## src/rtl/stack_burst_pkg.sv

```systemverilog
package stack_burst_pkg;

  typedef enum logic {
    MODE_SAVE    = 1'b0,
    MODE_RESTORE = 1'b1
  } burst_mode_e;

  // Map a burst slot (0..n-1) onto a register code, stepping over the
  // stack-pointer code so that it is never part of a burst.
  function automatic int unsigned slot_to_reg(input int unsigned slot,
                                              input int unsigned skip);
    return (slot < skip) ? slot : slot + 1;
  endfunction

endpackage

```

## src/rtl/stack_burst_ctrl.sv

```systemverilog
module stack_burst_ctrl
  import stack_burst_pkg::*;
#(
  parameter int ADDR_W   = 16,
  parameter int TICK_W   = 4,
  parameter int SAVE_LEN = 14,
  parameter int REST_LEN = 9
) (
  input  logic              clk,
  input  logic              rst_n,
  input  logic              start_i,
  input  logic              pop_i,
  input  logic [ADDR_W-1:0] sp_i,
  output logic [TICK_W-1:0] tick_o,
  output burst_mode_e       mode_o,
  output logic [ADDR_W-1:0] base_o,
  output logic              busy_o
);

  logic [TICK_W-1:0] tick_q, tick_d, cur_len;
  burst_mode_e       mode_q, mode_d;
  logic [ADDR_W-1:0] base_q;
  logic              accept;

  assign cur_len = (mode_q == MODE_RESTORE) ? TICK_W'(REST_LEN) : TICK_W'(SAVE_LEN);
  assign accept  = (tick_q == '0) && start_i;

  always_comb begin
    tick_d = tick_q;
    mode_d = mode_q;
    if (accept) begin
      tick_d = TICK_W'(1);
      mode_d = pop_i ? MODE_RESTORE : MODE_SAVE;
    end else if (tick_q != '0) begin
      tick_d = (tick_q == cur_len) ? '0 : tick_q + TICK_W'(1);
    end
  end

  always_ff @(posedge clk or negedge rst_n) begin
    if (!rst_n) begin
      tick_q <= '0;
      mode_q <= MODE_SAVE;
    end else begin
      tick_q <= tick_d;
      mode_q <= mode_d;
    end
  end

  // Datapath register: loaded only on an accepted start, no reset needed.
  always_ff @(posedge clk) begin
    if (accept) base_q <= sp_i;
  end

  assign tick_o = tick_q;
  assign mode_o = mode_q;
  assign base_o = base_q;
  assign busy_o = (tick_q != '0);

  a_r8_tick_advances: assert property (@(posedge clk) disable iff (!rst_n)
    (tick_q != '0 && tick_q != cur_len) |=> (tick_q == $past(tick_q) + TICK_W'(1)));

  a_r2_ends_idle: assert property (@(posedge clk) disable iff (!rst_n)
    (tick_q != '0 && tick_q == cur_len) |=> (tick_q == '0));

  a_r9_base_held: assert property (@(posedge clk) disable iff (!rst_n)
    (tick_q != '0 && tick_q != cur_len) |=> $stable(base_q));

endmodule

```

## src/rtl/stack_burst_save.sv

```systemverilog
module stack_burst_save
  import stack_burst_pkg::*;
#(
  parameter int ADDR_W    = 16,
  parameter int DATA_W    = 32,
  parameter int SEL_W     = 3,
  parameter int TICK_W    = 4,
  parameter int NREG      = 7,
  parameter int SKIP_IDX  = 4,
  parameter int FETCH_AT  = 9
) (
  input  logic              clk,
  input  logic              rst_n,
  input  logic              active_i,
  input  logic [TICK_W-1:0] tick_i,
  input  logic [ADDR_W-1:0] base_i,
  input  logic [DATA_W-1:0] rf_rdata_i,
  output logic              we_o,
  output logic              clr_o,
  output logic              dec_o,
  output logic [SEL_W-1:0]  rsel_o,
  output logic [DATA_W-1:0] wdata_o,
  output logic [ADDR_W-1:0] addr_o,
  output logic              fetch_o
);

  localparam int LEN = 2 * NREG;

  logic              run, rd_slot;
  logic [ADDR_W-1:0] depth;
  logic [TICK_W-1:0] slot;

  assign run     = active_i && (tick_i != '0) && (tick_i <= TICK_W'(LEN));
  assign rd_slot = run && !tick_i[0];
  // Cell depth below the base: ticks 2k-1 and 2k share depth k.
  assign depth   = (ADDR_W'(tick_i) + ADDR_W'(1)) >> 1;
  assign slot    = TICK_W'(depth) - TICK_W'(1);

  always_comb begin
    we_o    = run;
    clr_o   = run && tick_i[0];
    dec_o   = rd_slot;
    rsel_o  = rd_slot ? SEL_W'(slot_to_reg(int'(slot), SKIP_IDX)) : '0;
    wdata_o = rd_slot ? rf_rdata_i : '0;
    addr_o  = run ? (base_i - depth) : '0;
    fetch_o = run && (tick_i == TICK_W'(FETCH_AT));
  end

  a_r5_addr_steps_down: assert property (@(posedge clk) disable iff (!rst_n)
    (dec_o && tick_i != TICK_W'(LEN)) |=> (addr_o == $past(addr_o) - ADDR_W'(1)));

  a_r4_clear_then_write: assert property (@(posedge clk) disable iff (!rst_n)
    clr_o |=> (we_o && !clr_o && dec_o && addr_o == $past(addr_o)));

  a_r3_skip_sp: assert property (@(posedge clk) disable iff (!rst_n)
    dec_o |-> (rsel_o != SEL_W'(SKIP_IDX)));

endmodule

```

## src/rtl/stack_burst_restore.sv

```systemverilog
module stack_burst_restore
  import stack_burst_pkg::*;
#(
  parameter int ADDR_W    = 16,
  parameter int DATA_W    = 32,
  parameter int SEL_W     = 3,
  parameter int TICK_W    = 4,
  parameter int NREG      = 7,
  parameter int SKIP_IDX  = 4,
  parameter int FETCH_AT  = 4
) (
  input  logic              clk,
  input  logic              rst_n,
  input  logic              active_i,
  input  logic [TICK_W-1:0] tick_i,
  input  logic [ADDR_W-1:0] base_i,
  input  logic [DATA_W-1:0] mem_rdata_i,
  output logic              re_o,
  output logic              inc_o,
  output logic              rf_we_o,
  output logic [SEL_W-1:0]  wsel_o,
  output logic [DATA_W-1:0] wdata_o,
  output logic [ADDR_W-1:0] addr_o,
  output logic              fetch_o
);

  localparam int LEN = NREG + 2;

  logic              run, ld;
  logic [TICK_W-1:0] slot;

  assign run  = active_i && (tick_i != '0) && (tick_i <= TICK_W'(LEN));
  assign ld   = run && (tick_i <= TICK_W'(NREG));
  // Reverse slot order: tick 1 restores the last slot saved.
  assign slot = TICK_W'(NREG) - tick_i;

  always_comb begin
    re_o    = ld;
    inc_o   = ld;
    rf_we_o = ld;
    wsel_o  = ld ? SEL_W'(slot_to_reg(int'(slot), SKIP_IDX)) : '0;
    wdata_o = ld ? mem_rdata_i : '0;
    addr_o  = ld ? (base_i + ADDR_W'(tick_i) - ADDR_W'(1)) : '0;
    fetch_o = run && (tick_i == TICK_W'(FETCH_AT));
  end

  a_r7_addr_steps_up: assert property (@(posedge clk) disable iff (!rst_n)
    (inc_o && tick_i < TICK_W'(NREG)) |=> (inc_o && addr_o == $past(addr_o) + ADDR_W'(1)));

  a_r7_skip_sp: assert property (@(posedge clk) disable iff (!rst_n)
    rf_we_o |-> (wsel_o != SEL_W'(SKIP_IDX)));

endmodule

```

## src/rtl/stack_burst_seq.sv

```systemverilog
module stack_burst_seq
  import stack_burst_pkg::*;
#(
  parameter int ADDR_W     = 16,
  parameter int DATA_W     = 32,
  parameter int SEL_W      = 3,
  parameter int NREG       = 7,
  parameter int SKIP_IDX   = 4,
  parameter int SAVE_FETCH = 9,
  parameter int REST_FETCH = 4
) (
  input  logic              clk,
  input  logic              rst_n,
  input  logic              start_i,
  input  logic              pop_i,
  input  logic [ADDR_W-1:0] sp_i,
  input  logic [DATA_W-1:0] rf_rdata_i,
  input  logic [DATA_W-1:0] mem_rdata_i,
  output logic              busy_o,
  output logic [SEL_W-1:0]  rf_rsel_o,
  output logic              rf_we_o,
  output logic [SEL_W-1:0]  rf_wsel_o,
  output logic [DATA_W-1:0] rf_wdata_o,
  output logic [ADDR_W-1:0] mem_addr_o,
  output logic [DATA_W-1:0] mem_wdata_o,
  output logic              mem_we_o,
  output logic              mem_clr_o,
  output logic              mem_re_o,
  output logic              sp_dec_o,
  output logic              sp_inc_o,
  output logic              fetch_o,
  output logic              pc_inc_o
);

  localparam int SAVE_LEN = 2 * NREG;
  localparam int REST_LEN = NREG + 2;
  localparam int MAX_LEN  = (SAVE_LEN > REST_LEN) ? SAVE_LEN : REST_LEN;
  localparam int TICK_W   = $clog2(MAX_LEN + 1);

  logic [TICK_W-1:0] tick;
  burst_mode_e       mode;
  logic [ADDR_W-1:0] base;
  logic              save_act, rest_act;
  logic [ADDR_W-1:0] s_addr, r_addr;
  logic              s_fetch, r_fetch;

  stack_burst_ctrl #(
    .ADDR_W(ADDR_W), .TICK_W(TICK_W), .SAVE_LEN(SAVE_LEN), .REST_LEN(REST_LEN)
  ) u_ctrl (
    .clk(clk), .rst_n(rst_n), .start_i(start_i), .pop_i(pop_i), .sp_i(sp_i),
    .tick_o(tick), .mode_o(mode), .base_o(base), .busy_o(busy_o)
  );

  assign save_act = (mode == MODE_SAVE);
  assign rest_act = (mode == MODE_RESTORE);

  stack_burst_save #(
    .ADDR_W(ADDR_W), .DATA_W(DATA_W), .SEL_W(SEL_W), .TICK_W(TICK_W),
    .NREG(NREG), .SKIP_IDX(SKIP_IDX), .FETCH_AT(SAVE_FETCH)
  ) u_save (
    .clk(clk), .rst_n(rst_n), .active_i(save_act), .tick_i(tick), .base_i(base),
    .rf_rdata_i(rf_rdata_i), .we_o(mem_we_o), .clr_o(mem_clr_o), .dec_o(sp_dec_o),
    .rsel_o(rf_rsel_o), .wdata_o(mem_wdata_o), .addr_o(s_addr), .fetch_o(s_fetch)
  );

  stack_burst_restore #(
    .ADDR_W(ADDR_W), .DATA_W(DATA_W), .SEL_W(SEL_W), .TICK_W(TICK_W),
    .NREG(NREG), .SKIP_IDX(SKIP_IDX), .FETCH_AT(REST_FETCH)
  ) u_rest (
    .clk(clk), .rst_n(rst_n), .active_i(rest_act), .tick_i(tick), .base_i(base),
    .mem_rdata_i(mem_rdata_i), .re_o(mem_re_o), .inc_o(sp_inc_o), .rf_we_o(rf_we_o),
    .wsel_o(rf_wsel_o), .wdata_o(rf_wdata_o), .addr_o(r_addr), .fetch_o(r_fetch)
  );

  // Only one microcode half is active at a time; the idle half drives zeros.
  assign mem_addr_o = s_addr | r_addr;
  assign fetch_o    = s_fetch | r_fetch;
  assign pc_inc_o   = s_fetch | r_fetch;

  a_r6_fetch_single: assert property (@(posedge clk) disable iff (!rst_n)
    fetch_o |=> !fetch_o);

  a_r6_fetch_in_burst: assert property (@(posedge clk) disable iff (!rst_n)
    fetch_o |-> (busy_o && pc_inc_o));

  a_r2_one_direction: assert property (@(posedge clk) disable iff (!rst_n)
    !((mem_we_o || sp_dec_o) && (mem_re_o || sp_inc_o)));

endmodule

```

## config.mk

```make
export PLATFORM = sky130hd
export DESIGN_NAME = stack_burst_seq
export DESIGN_NICKNAME = d
export VERILOG_FILES = /design/src/rtl/stack_burst_pkg.sv /design/src/rtl/stack_burst_ctrl.sv /design/src/rtl/stack_burst_save.sv /design/src/rtl/stack_burst_restore.sv /design/src/rtl/stack_burst_seq.sv
export SDC_FILE = /design/constraint.sdc
export NUM_CORES = 1
export LEC_CHECK = 0
export BUFFER_PORTS_ARGS = -buffer_cell sky130_fd_sc_hd__clkbuf_2
export CELL_PAD_IN_SITES_DETAIL_PLACEMENT = 1
export CELL_PAD_IN_SITES_GLOBAL_PLACEMENT = 2
export CORE_MARGIN = 1.5
export CORE_UTILIZATION = 22
export DETAILED_ROUTE_END_ITERATION = 8
export PLACE_DENSITY_LB_ADDON = 0.1
export SETUP_SLACK_MARGIN = 0.2
export SLEW_MARGIN = 25
export SYNTH_ARGS = -nofsm -noshare
export SYNTH_HDL_FRONTEND = slang
export SYNTH_SLANG_ARGS = --single-unit
```

## constraint.sdc

```tcl
create_clock -name clk -period 4.2 [get_ports clk]
set_input_delay 0.42 -clock clk [delete_from_list [all_inputs] [get_ports clk]]
set_output_delay 0.42 -clock clk [all_outputs]
set_load 0.01 [all_outputs]
```

==> results list, run 1 <==
- Clock skew: 3.18 ps
* Standard-cell rows: 40
- The most used flip-flop cell after synthesis is sky130_fd_sc_hd__edfxtp_1.
- Post-Synthesis Net Count: 458
- Vias in the first global route: 3004
* Mean post-synth cell area: 8.25 sq um
- Of the cells placed in the final design, the portion with a size suffix greater than 1 is 40.1%.
* Average vias per placed instance: 4.52
* Measured slew at the worst slew-check pin: 962 ps
- Worst setup SP type: flip-flop
- Number of setup violations in the final report: 0
* Final max-slew violation count: 0
* Overall routed net length: 10900 um
- Syn Std Cell Area: 0.00279 sq mm
* First-pass iteration count of the detailed router: 4
- Of all nets on the critical path, the largest fanout is 7.
- In this run the clock root is driven by a sky130_fd_sc_hd__clkbuf_16.
- Summed over all nets, the half-perimeter wirelength after detailed placement is 9100 um.
- Maximum root-to-sink buffer count: 2
* # port buffers: 178
- Data arrives at the worst endpoint at 3360 ps.
* Fin Setup TNS: 0 ps
- Top cell type's share of synthesized area: 17.2%
- The congestion estimate from routability-driven global placement came to 0.785.
- Routed vias: 3095
- Counting flops and latches in the post-synthesis netlist gives 21.
- Setup repair after global routing left no endpoint under its margin.
- First DRT Iteration DRCs: 126
- The count of nets left with antenna violations once routing finished came out at 0.
* Die area: 0.0134 sq mm
* Instance count of the mapped netlist: 338
- The flow ran to the end, and the final reports show no timing, DRC or antenna violations.
* Storage cell area: 608 sq um
- Entering global routing, the biggest net connects 40 pins.
- Total congestion overflow after global routing: 0
* Floorplan die width: 116 um
- Count of maximum capacitance violations: 0
- The number of clock buffers added by TritonCTS is 3.
- Sorting the synthesized cells by area gives the leading types as sky130_fd_sc_hd__edfxtp_1, sky130_fd_sc_hd__ha_1, sky130_fd_sc_hd__and3_1.
- Routed wirelength normalized by instance count: 15.9 um
- Of the synthesized area, sequential elements account for 21.7%.
- Initial antenna violation count: 1
- After clock tree synthesis, the clock-pin slew on the worst setup and hold paths is 60 ps.
* WS Path Type: flip-flop to output pin
- # H-tree levels: 1
* Effective utilization at floorplan: 22.8%
- Final clock period utilization by the worst path: 90.0%
- Final Hold Violating Endpoints: 0
* Nature of the critical path endpoint: output pin
- The multi-input combinational cells in the finished layout cover a total of 0.00194 sq mm.
* Reg2Reg Setup Slack: 1740 ps
- The worst hold path belongs to the class input port to flip-flop.
- Core Area: 0.0122 sq mm
- 179 I/O pins were placed.
* Power density over cell area: 704 mW/mm^2
* Peak supply drop: 0.319 mV
* Warnings from Yosys: 0
- The die is 116 um tall.
* Shortest period the worst path allows: 3780 ps
* Wire length of the first global-routing pass: 16200 um
- Number of different library cells in the post-synthesis netlist: 54
- Once placement finished, the instance area stood at 0.00385 sq mm.
* Lkg Pwr: 0.00213 uW
* Remaining routing DRC violations: 0
- Final net count: 637
* Top cell type by total area after synthesis: sky130_fd_sc_hd__edfxtp_1
- Timing-limited maximum frequency: 0.265 GHz
- Headroom to the max-slew limit came out at 35.8%.
* Count of flip-flops with a built-in enable after synthesis: 16
- Of all flip-flops after synthesis, the portion carrying an async set or reset was 23.8%.
- Number of fill cells: 1558
- CTS saw 21 sinks.
- STA puts the critical path data required time at 3780 ps.
- Once layout is done, the placed cells without fillers occupy 0.00399 sq mm.
- Global-route usage over all layers: 15.7%
- Layout-stage area growth over the synthesis result: 43.2%
* Skew-Pair Late Insertion Delay: 260 ps
- TritonCTS built the clock tree.
- Fraction of the core area covered by cells at the end of the flow: 32.7%
[worst paths after layout]
| check | from | to | depth (start not counted) |
|---|---|---|---|
| hold / removal | sp_i[3] | u_ctrl.base_o[3] | 1 |
| setup reg to reg | u_ctrl.tick_o[0] | u_ctrl.mode_o | 5 |
| max in group asynchronous | rst_n | u_ctrl.tick_o[0] | 2 |
| setup / recovery | u_ctrl.tick_o[1] | mem_addr_o[15] | 13 |
| min in group asynchronous | rst_n | u_ctrl.tick_o[2] | 2 |
| hold reg to reg | u_ctrl.tick_o[0] | u_ctrl.tick_o[0] | 1 |
[layout by cell type (no fill, tap or decap), types with 10 or more instances in the layout]
cell	Yosys	layout
sky130_fd_sc_hd__and2_1	34	34
sky130_fd_sc_hd__and3_1	36	36
sky130_fd_sc_hd__o22ai_1	12	12
sky130_fd_sc_hd__nand2_1	10	10
sky130_fd_sc_hd__edfxtp_1	16	16
sky130_fd_sc_hd__inv_1	38	37
sky130_fd_sc_hd__o21ai_0	12	12
sky130_fd_sc_hd__clkbuf_2	0	178
sky130_fd_sc_hd__ha_1	34	34
sky130_fd_sc_hd__nor2_1	21	21
sky130_fd_sc_hd__xnor2_1	25	25
sky130_fd_sc_hd__buf_4	3	13
[cell families after synthesis]
group,count (synthesis),synth area share (%)
AND/OR/NAND/NOR,125,25.3
AO/OA/AOI/OAI,66,17.0
buffers and inverters,59,9.02
adder cells (fa/ha/maj),38,17.5
XOR/XNOR,28,9.06
flip-flops,21,21.7
multiplexers,1,0.404
[registers in the layout, indices dropped and copies added, names as in the netlist]
name           flops
u_ctrl.base_o     16
u_ctrl.tick_o      4
u_ctrl.mode_o      1
[what timing repair did]
| item | in CTS | in global routing |
|---|---|---|
| gates resized for setup | 2 | 3 |
| endpoints found under the hold margin | 5 | 0 |
| endpoints found under the setup margin | 1 | 11 |
| pin swaps | 0 | 2 |
| setup buffers | 0 | 6 |
| hold buffers | 1 | 0 |
[per-layer routing]
metal	wire length, um	global-route usage, %	vias to the layer above
met1	4760	19.5	1435
met2	5360	28.7	114
met5	0	0	-
met4	117	4.03	0
li1	-	-	1538
met3	633	1.62	8
[cells in the mapped netlist, types with 3 or more instances]
library cell               instances
sky130_fd_sc_hd__clkbuf_1         10
sky130_fd_sc_hd__nand3_1           8
sky130_fd_sc_hd__nor2_1           21
sky130_fd_sc_hd__ha_1             34
sky130_fd_sc_hd__o22ai_1          12
sky130_fd_sc_hd__nand2b_1          3
sky130_fd_sc_hd__nand2_1          10
sky130_fd_sc_hd__nor3_1            4
sky130_fd_sc_hd__inv_1            38
sky130_fd_sc_hd__dfrtp_1           5
sky130_fd_sc_hd__o21ai_0          12
sky130_fd_sc_hd__a21oi_1           9
sky130_fd_sc_hd__a21o_1            3
sky130_fd_sc_hd__buf_4             3
sky130_fd_sc_hd__xnor2_1          25
sky130_fd_sc_hd__and3_1           36
sky130_fd_sc_hd__a211oi_1          6
sky130_fd_sc_hd__o21bai_1          3
sky130_fd_sc_hd__and2_1           34
sky130_fd_sc_hd__a41oi_1           3
sky130_fd_sc_hd__edfxtp_1         16
[where the power goes]
part / internal (uW) / switching [uW] / total, uW
clock network: 130 / 83.2 / 213
registers: 282 / 53.6 / 336
logic: 928 / 1330 / 2260
total: 1340 / 1470 / 2810
[final cells by class]
class                   count  area share (%)
multi-input cells         258            48.6
repair buffers            192            25.0
flip-flops and latches     21            15.2
well taps                 168            5.26
inverters                  41            3.89
clock buffers               4            1.97
diodes                      1          0.0627
[metrics by stage]
step | hold WS [ps] | std cells | power, uW | setup slack, ps
final | 333 | 685 | 2810 | 422
after global routing | 325 | 685 | 3100 | 214
after CTS | 331 | 678 | 2830 | 229
after detailed placement | 250 | 673 | 2600 | 405
after global placement | 252 | 673 | 2590 | 537
after floorplan | 124 | 338 | 1750 | 639
[worst max-delay path, stage by stage, from the launching register on]
cell and delay [ps]:
sky130_fd_sc_hd__dfrtp_2 410, sky130_fd_sc_hd__inv_2 100, sky130_fd_sc_hd__ha_1 290, sky130_fd_sc_hd__inv_1 40, sky130_fd_sc_hd__ha_1 230, sky130_fd_sc_hd__fa_2 390
sky130_fd_sc_hd__a211oi_2 250, sky130_fd_sc_hd__nor3_1 110, sky130_fd_sc_hd__o2111ai_1 230, sky130_fd_sc_hd__a41oi_1 160, sky130_fd_sc_hd__or3_1 350, sky130_fd_sc_hd__a211o_1 300
sky130_fd_sc_hd__o211ai_1 80, sky130_fd_sc_hd__clkbuf_2 160
Power figures use the tool's default switching activity.
==> inputs of run 2 (changes only) <==
--- a/config.mk
+++ b/config.mk
@@ -5,13 +5,14 @@
 export SDC_FILE = /design/constraint.sdc
 export NUM_CORES = 1
 export LEC_CHECK = 0
-export BUFFER_PORTS_ARGS = -buffer_cell sky130_fd_sc_hd__clkbuf_2
 export CELL_PAD_IN_SITES_DETAIL_PLACEMENT = 1
 export CELL_PAD_IN_SITES_GLOBAL_PLACEMENT = 2
 export CORE_MARGIN = 1.5
-export CORE_UTILIZATION = 22
+export CORE_UTILIZATION = 25
 export DETAILED_ROUTE_END_ITERATION = 8
+export DONT_BUFFER_PORTS = 1
 export PLACE_DENSITY_LB_ADDON = 0.1
+export RECOVER_POWER = 50
 export SETUP_SLACK_MARGIN = 0.2
 export SLEW_MARGIN = 25
 export SYNTH_ARGS = -nofsm -noshare
==> run 2 against run 1 <==
Against the previous run: register-to-register slack better by 90 ps; final cell count is 31% lower; sequential power is 4% lower; hold slack worse by 86 ps; largest cell class unchanged; critical path depth is 1 lower; clock skew is 0.51 ps higher; power is 19% lower; first-iteration DRC count is 60% lower; non-clock buffer count is 180 lower.
==> results list, run 2 (synthesis gave the netlist of run 1 again) <==
- The type of the worst min-delay path is input port to flip-flop (unchanged).
- The via count normalized by instance count is 5.17 (was 4.52).
- Number of fill cells: 1286 (was 1558)
* Worst r2r dst: u_ctrl.mode_o (unchanged)
- The worst slew margin relative to its limit is 37.0% (was 35.8%).
- Standard-cell rows: 38 (was 40)
- The depth of the most critical reg-to-reg path was 5 (unchanged).
- Global-route usage over all layers: 14.2% (was 15.7%)
- The most common library cell in the layout ignoring fill and taps is sky130_fd_sc_hd__inv_1 (was sky130_fd_sc_hd__clkbuf_2).
* Finished Cell Area: 0.00302 sq mm (was 0.00399 sq mm)
- The number of hold violations in the final report is 0 (unchanged).
* Final max-slew violation count: 0 (unchanged)
- # port buffers: 0 (was 178)
- The maximum ir drop on the vdd rail is 0.251 mV (was 0.319 mV).
- RSZ-0062 raised after global routing: false (unchanged).
- Number of sinks on the clock net: 21 (unchanged)
- The flip-flop count of the largest register, all copies and words added came to 16 (unchanged).
* Placed Cells: 468 (was 673)
- The die area came to 0.0118 sq mm (was 0.0134 sq mm).
- The startpoint type of the worst setup path is a flip-flop (unchanged).
- Total congestion overflow after global routing: 0 (unchanged)
- DP Worst Slack: 492 ps (was 405 ps)
- WS Path Type: flip-flop to output pin (unchanged)
- The largest net degree at the start of global routing came to 39 (was 40).
- The number of top-level pins was 179 (unchanged).
* CTS Root Buffer Type: sky130_fd_sc_hd__clkbuf_8 (was sky130_fd_sc_hd__clkbuf_16)
- Layout-stage area growth over the synthesis result: 8.16% (was 43.2%)
- The total iterations of the first detailed-routing run is 4 (unchanged).
- The remaining design rule violation count came to 0 (unchanged).
* Clock skew: 3.69 ps (was 3.18 ps)
- Number of antenna-violating nets in the routed design: 0 (unchanged)
* Effective utilization at floorplan: 25.7% (was 22.8%)
- Fraction of the core area covered by cells at the end of the flow: 27.8% (was 32.7%)
- Minimum setup slack in the final design: 490 ps (was 422 ps)
- FF-to-FF Start: u_ctrl.tick_o[1] (was u_ctrl.tick_o[0])
- The clock-pin slew on the worst setup and hold paths is 80 ps (was 60 ps).
- The met3 demand-to-capacity share in global routing came to 1.61% (was 1.62%).
- The total number of nets in the final design is 457 (was 637).
- The maximum root-to-sink buffer count was 2 (unchanged).
* Highest-utilization routing layer at the global route stage: met2 (unchanged)
- The max capacitance violation total is 0 (unchanged).
- The DRC violation total after the first TritonRoute iteration was 50 (was 126).
* Initial antenna violation count: 0 (was 1)
- Final non-filler cell total: 476 (was 685)
* Wire length of the first global-routing pass: 13000 um (was 16200 um)
* Vias in the first global route: 2452 (was 3004)
- The number of failing setup endpoints in the final timing report was 0 (unchanged).
- Count of inserted antenna diode cells: 0 (was 1)
- CTS buffer count: 3 (unchanged)
- The startpoint of the worst hold path is sp_i[7] (was sp_i[3]).
- The routed wire length per instance is 18.7 um (was 15.9 um).
- Routed vias: 2463 (was 3095)
- Fin Setup TNS: 0 ps (unchanged)
- Post-detailed-placement cell area: 0.00293 sq mm (was 0.00385 sq mm)
* Fraction of final layout cells with drive strength greater than 1: 6.85% (was 40.1%)
- Commonest cells after routing, fill and taps aside: sky130_fd_sc_hd__inv_1, sky130_fd_sc_hd__and3_1, sky130_fd_sc_hd__ha_1 (was sky130_fd_sc_hd__clkbuf_2, sky130_fd_sc_hd__inv_1, sky130_fd_sc_hd__and3_1)
- Overall die height: 109 um (was 116 um)
- The data required time of the critical path was 3780 ps (about the same).
- Global routing met2 resource utilization: 26.9% (was 28.7%)
- The maximum fanout along the worst path came to 7 (unchanged).
* M1 GR Usage: 17.7% (was 19.5%)
* Shortest period the worst path allows: 3710 ps (was 3780 ps)
- TritonCTS clock tree: built (unchanged)
- Power density over cell area: 755 mW/mm^2 (was 704 mW/mm^2)
- Timing-limited maximum frequency: 0.270 GHz (was 0.265 GHz)
- The leakage power summed over all cells came to 0.00134 uW (was 0.00213 uW).
- Cell depth of the worst min-delay path: 0 (was 1)
* Skew-Pair Late Insertion Delay: 260 ps (about the same)
- The overall routed net length was 8900 um (was 10900 um).
- The post-route clock period utilization was 88.3% (was 90.0%).
- Sink of the worst hold path: u_ctrl.base_o[7] (was u_ctrl.base_o[3])
* Floorplan die width: 109 um (was 116 um)
- RD Place Congestion: 0.738 (was 0.785)
* Run status: completed (unchanged)
- # H-tree levels: 1 (unchanged)
- Measured slew at the worst slew-check pin: 945 ps (was 962 ps)
- Data arrival time of the worst path: 3290 ps (was 3360 ps)
- The placed wire-length estimate after detailed placement is 7350 um (was 9100 um).
- The area of the core came to 0.0108 sq mm (was 0.0122 sq mm).
- Reg2Reg Setup Slack: 1830 ps (was 1740 ps)
- The nature of the critical path endpoint is an output pin (unchanged).
[run 2: changes by cell type in the layout (fill, tap and decap cells not counted), sizes merged]
cell	delta
clkbuf	-177
buf	-3
diode	-1
[run 2: timing repair]
action                                 CTS  global route
cloned                                   0             0
setup endpoints to repair                2             4
gates resized for setup                  1             2
buffers inserted                         1             2
endpoints found under the hold margin    5             0
hold buffers                             1             0
pin swaps                                0             2
[run 2: worst max path at each step]
stage,startpoint,endpoint,slack [ps]
6_report,u_ctrl.tick_o[1],mem_addr_o[15],490
5_1_grt,u_ctrl.tick_o[1],mem_addr_o[15],230
4_1_cts,u_ctrl.tick_o[1],mem_addr_o[11],330
3_3_place_gp,u_ctrl.tick_o[1],mem_addr_o[11],560
2_1_floorplan,u_ctrl.tick_o[0],mem_addr_o[15],640
3_5_place_dp,u_ctrl.tick_o[1],mem_addr_o[11],490
[run 2: per-stage QoR]
step           hold WS (ps)  total power, uW
6_report                247             2280
5_1_grt                 235             2520
4_1_cts                 241             2320
3_5_place_dp            125             2160
3_3_place_gp            125             2170
2_1_floorplan           124             1750
[run 2: area by class of cell]
cell class	count	area, sq um	share of cell area, %
Clock buffer	4	45.0	1.49
Inverter	41	155	5.14
Multi-Input combinational cell	258	1950	64.5
Sequential cell	21	606	20.1
Tap cell	140	175	5.81
Timing Repair Buffer	12	88.8	2.94
[run 2: worst max-delay path, cell delays in order, from the launching register on]
cell,delay [ps]
sky130_fd_sc_hd__dfrtp_1,350
sky130_fd_sc_hd__inv_1,130
sky130_fd_sc_hd__ha_1,310
sky130_fd_sc_hd__inv_1,40
sky130_fd_sc_hd__ha_1,230
sky130_fd_sc_hd__fa_2,390
sky130_fd_sc_hd__a211oi_2,240
sky130_fd_sc_hd__nor3_1,110
sky130_fd_sc_hd__o2111ai_1,240
sky130_fd_sc_hd__a41oi_1,160
sky130_fd_sc_hd__or3_1,350
sky130_fd_sc_hd__a211o_1,300
sky130_fd_sc_hd__o211ai_1,180
[run 2: power by group]
group / switching (uW) / internal (uW) / leakage (uW) / total [uW]
clock: 69.7 / 67.7 / 0.0000228 / 137
sequential: 41.5 / 280 / 0.000207 / 321
combinational: 1200 / 622 / 0.00111 / 1820
[run 2: per-layer routing]
metal | wire length (um) | vias up
met1 | 3920 | 1175
met4 | 34 | 0
li1 | - | 1175
met2 | 4460 | 108
met5 | 0 | -
met3 | 486 | 5
==> inputs of run 3 (changes only) <==
--- a/config.mk
+++ b/config.mk
@@ -11,7 +11,7 @@
 export CORE_UTILIZATION = 25
 export DETAILED_ROUTE_END_ITERATION = 8
 export DONT_BUFFER_PORTS = 1
-export PLACE_DENSITY_LB_ADDON = 0.1
+export PLACE_DENSITY_LB_ADDON = 0.08
 export RECOVER_POWER = 50
 export SETUP_SLACK_MARGIN = 0.2
 export SLEW_MARGIN = 25
==> run 3 against run 2 <==
Against the previous run: register-to-register slack worse by 120 ps; largest power group unchanged; utilization down 0.24 points; count of clock-buffer cells in the layout down 1; largest cell class unchanged; global-route usage up 0.45 points; hold slack worse by 1.5 ps; clock power about the same.
==> results list, run 3 (synthesis gave the netlist of run 1 again) <==
- Sw Share: 58.2% (was 57.5%)
- The total iterations of the first detailed-routing run came to 3 (was 4).
- Total congestion overflow after global routing: 0 (unchanged)
* Max reg flops: 16 (unchanged)
- Placed Cells: 466 (was 468)
- Maximum root-to-sink buffer count: 2 (unchanged)
- The placed wire-length estimate after detailed placement came to 7350 um (about the same).
* Measured slew at the worst slew-check pin: 1050 ps (was 945 ps)
- The met3 demand-to-capacity share in global routing is 1.85% (was 1.61%).
- The count of placed standard cells in the final layout, fillers left out came to 473 (was 476).
- The number of rows in the core area is 38 (unchanged).
- Number of setup violations in the final report: 0 (unchanged)
- The total cell area at the placement stage is 0.00291 sq mm (was 0.00293 sq mm).
- The via count of the first global-routing pass came to 2407 (was 2452).
* TritonCTS clock tree: built (unchanged)
- The number of antenna violations at the first check in global routing is 0 (unchanged).
* Number of sinks on the clock net: 21 (unchanged)
- Remaining routing DRC violations: 0 (unchanged)
- M1 GR Usage: 18.6% (was 17.7%)
* Final clock period utilization by the worst path: 91.3% (was 88.3%)
* Lkg Pwr: 0.00131 uW (was 0.00134 uW)
- The highest achievable clock rate is 0.261 GHz (was 0.270 GHz).
* Global routing met2 resource utilization: 27.2% (was 26.9%)
- Fin Setup TNS: 0 ps (unchanged)
- The final max-slew violation count is 0 (unchanged).
* Internal power of the cells: 946 uW (was 969 uW)
- The die area came to 0.0118 sq mm (unchanged).
- RSZ-0062 raised after global routing: true (was false)
- Peak supply drop: 0.421 mV (was 0.251 mV)
* Storage cell area: 607 sq um (was 606 sq um)
* Share of total power in the clock network: 6.1% (was 6.0%)
- Required time worst endpoint: 3780 ps (about the same)
- Switching power total: 1320 uW (was 1310 uW)
* Shortest period the worst path allows: 3830 ps (was 3710 ps)
- # port buffers: 0 (unchanged)
- Skew-Pair Late Insertion Delay: 260 ps (about the same)
- The max capacitance violation total was 0 (unchanged).
* WS Path Type: flip-flop to output pin (unchanged)
* Power density over cell area: 756 mW/mm^2 (was 755 mW/mm^2)
- The DRC violation total after the first TritonRoute iteration came to 66 (was 50).
* Area of combinational cells with multiple inputs: 0.00194 sq mm (was 0.00195 sq mm)
- The signal arrival time at the worst endpoint came to 3410 ps (was 3290 ps).
- Floorplan die width: 109 um (unchanged)
* Global-route usage over all layers: 14.7% (was 14.2%)
- Finished Cell Area: 0.00299 sq mm (was 0.00302 sq mm)
* CTS buffer count: 3 (unchanged)
- The number of top-level pins was 179 (unchanged).
* Highest-utilization routing layer at the global route stage: met2 (unchanged)
- Number of antenna-violating nets in the routed design: 0 (unchanged)
- Final Hold Violating Endpoints: 0 (unchanged)
- The final-layout fill cell count is 1300 (was 1286).
- Run status: completed (unchanged).
* Final net count: 454 (was 457)
- The largest net degree at the start of global routing is 37 (was 39).
* Leading cell type in the layout, fill and taps excluded: sky130_fd_sc_hd__inv_1 (unchanged)
* Remaining max-slew budget at the tightest pin: 30.0% (was 37.0%)
* Effective utilization at floorplan: 25.7% (unchanged)
- The nature of the critical path endpoint is an output pin (unchanged).
* Minimum setup slack in the final design: 365 ps (was 490 ps)
- The global-route wire length before repair is 13300 um (was 13000 um).
- Commonest cells after routing, fill and taps aside: sky130_fd_sc_hd__inv_1, sky130_fd_sc_hd__and3_1, sky130_fd_sc_hd__ha_1 (unchanged)
* Worst setup SP type: flip-flop (unchanged)
- Routed wirelength normalized by instance count: 18.6 um (was 18.7 um)
- Power, Total: 2260 uW (was 2280 uW)
- The area of the core was 0.0108 sq mm (unchanged).
- The clock-pin slew on the worst setup and hold paths was 80 ps (about the same).
- Fraction of final layout cells with drive strength greater than 1: 6.31% (was 6.85%)
* RD Place Congestion: 0.741 (was 0.738)
- The proportion of power drawn by combinational gates is 78.7% (was 79.9%).
- The total number of H-tree levels is 1 (unchanged).
- The pre-CTS setup slack is 402 ps (was 492 ps).
- The clock skew after layout is 2.27 ps (was 3.69 ps).
- Overall routed net length: 8810 um (was 8900 um)
- Critical-path maximum fanout: 11 (was 7)
- Count of inserted antenna diode cells: 0 (unchanged)
- The die boundary height came to 109 um (unchanged).
- The signed area change from the synthesized netlist to the final layout came to 7.22% (was 8.16%).
* Kind of path behind the tightest hold check: input port to flip-flop (unchanged)
- The total number of vias is 2438 (was 2463).
* Share of total power in sequential cells: 15.2% (was 14.1%)
- CTS Root Buffer Type: sky130_fd_sc_hd__clkbuf_8 (unchanged)
- Average vias per placed instance: 5.15 (was 5.17)
[run 3: changes by cell type in the layout (fill, tap and decap cells not counted), sizes merged]
cell | before | now
clkinv | 2 | 3
buf | 10 | 6
[run 3: final cells by class]
class / count / share of cell area, %
sequential: 21 / 20.3
timing repair buffer: 9 / 2.09
multi-input combinational: 258 / 65.0
tap: 140 / 5.86
clock inverter: 1 / 0.167
inverter: 41 / 5.19
clock buffer: 3 / 1.38
[run 3: worst paths after layout]
check,start,end,slack (ps),depth (start not counted)
setup / recovery,u_ctrl.tick_o[0],mem_addr_o[11],370,9
hold / removal,sp_i[1],u_ctrl.base_o[1],250,0
setup reg to reg,u_ctrl.tick_o[0],u_ctrl.mode_o,1710,5
hold reg to reg,u_ctrl.mode_o,u_ctrl.mode_o,700,1
max in group asynchronous,rst_n,u_ctrl.tick_o[3],3520,1
min in group asynchronous,rst_n,u_ctrl.tick_o[1],450,1
[run 3: metal layers]
metal	up-vias	share of wire, %
met5	-	0
met4	0	0.35
met3	5	4.7
met2	104	51
met1	1163	44
li1	1166	-
[run 3: power groups by stage]
stage | combinational, uW | sequential [uW] | clock [uW]
after floorplan | 1430 | 318 | 0
after global placement | 1810 | 351 | 0
after detailed placement | 1800 | 354 | 0
after CTS | 1830 | 344 | 144
after global routing | 2000 | 353 | 152
final | 1780 | 344 | 138
[run 3: stage by stage]
stage                     hold slack (ps)  util (%)
after floorplan                       124         -
after global placement                125      26.9
after detailed placement              125      26.9
after CTS                             239      27.5
after global routing                  228      27.6
final                                 245      27.6
[run 3: what timing repair did]
action | CTS | global route
cloned | 0 | 0
resized for setup | 1 | 3
hold buffers | 1 | 0
endpoints found under the hold margin | 5 | 0
buffers inserted | 1 | 1
pin swaps | 0 | 2
setup endpoints to repair | 4 | 6
[run 3: critical path: stages, from the launching register on]
cell and delay [ps]:
sky130_fd_sc_hd__dfrtp_1 530, sky130_fd_sc_hd__ha_1 320, sky130_fd_sc_hd__xnor2_2 310, sky130_fd_sc_hd__ha_1 300, sky130_fd_sc_hd__a21o_1 180, sky130_fd_sc_hd__maj3_2 350, sky130_fd_sc_hd__a2111oi_4 570, sky130_fd_sc_hd__nand3_1 160
sky130_fd_sc_hd__xnor2_1 150, sky130_fd_sc_hd__o22ai_1 260
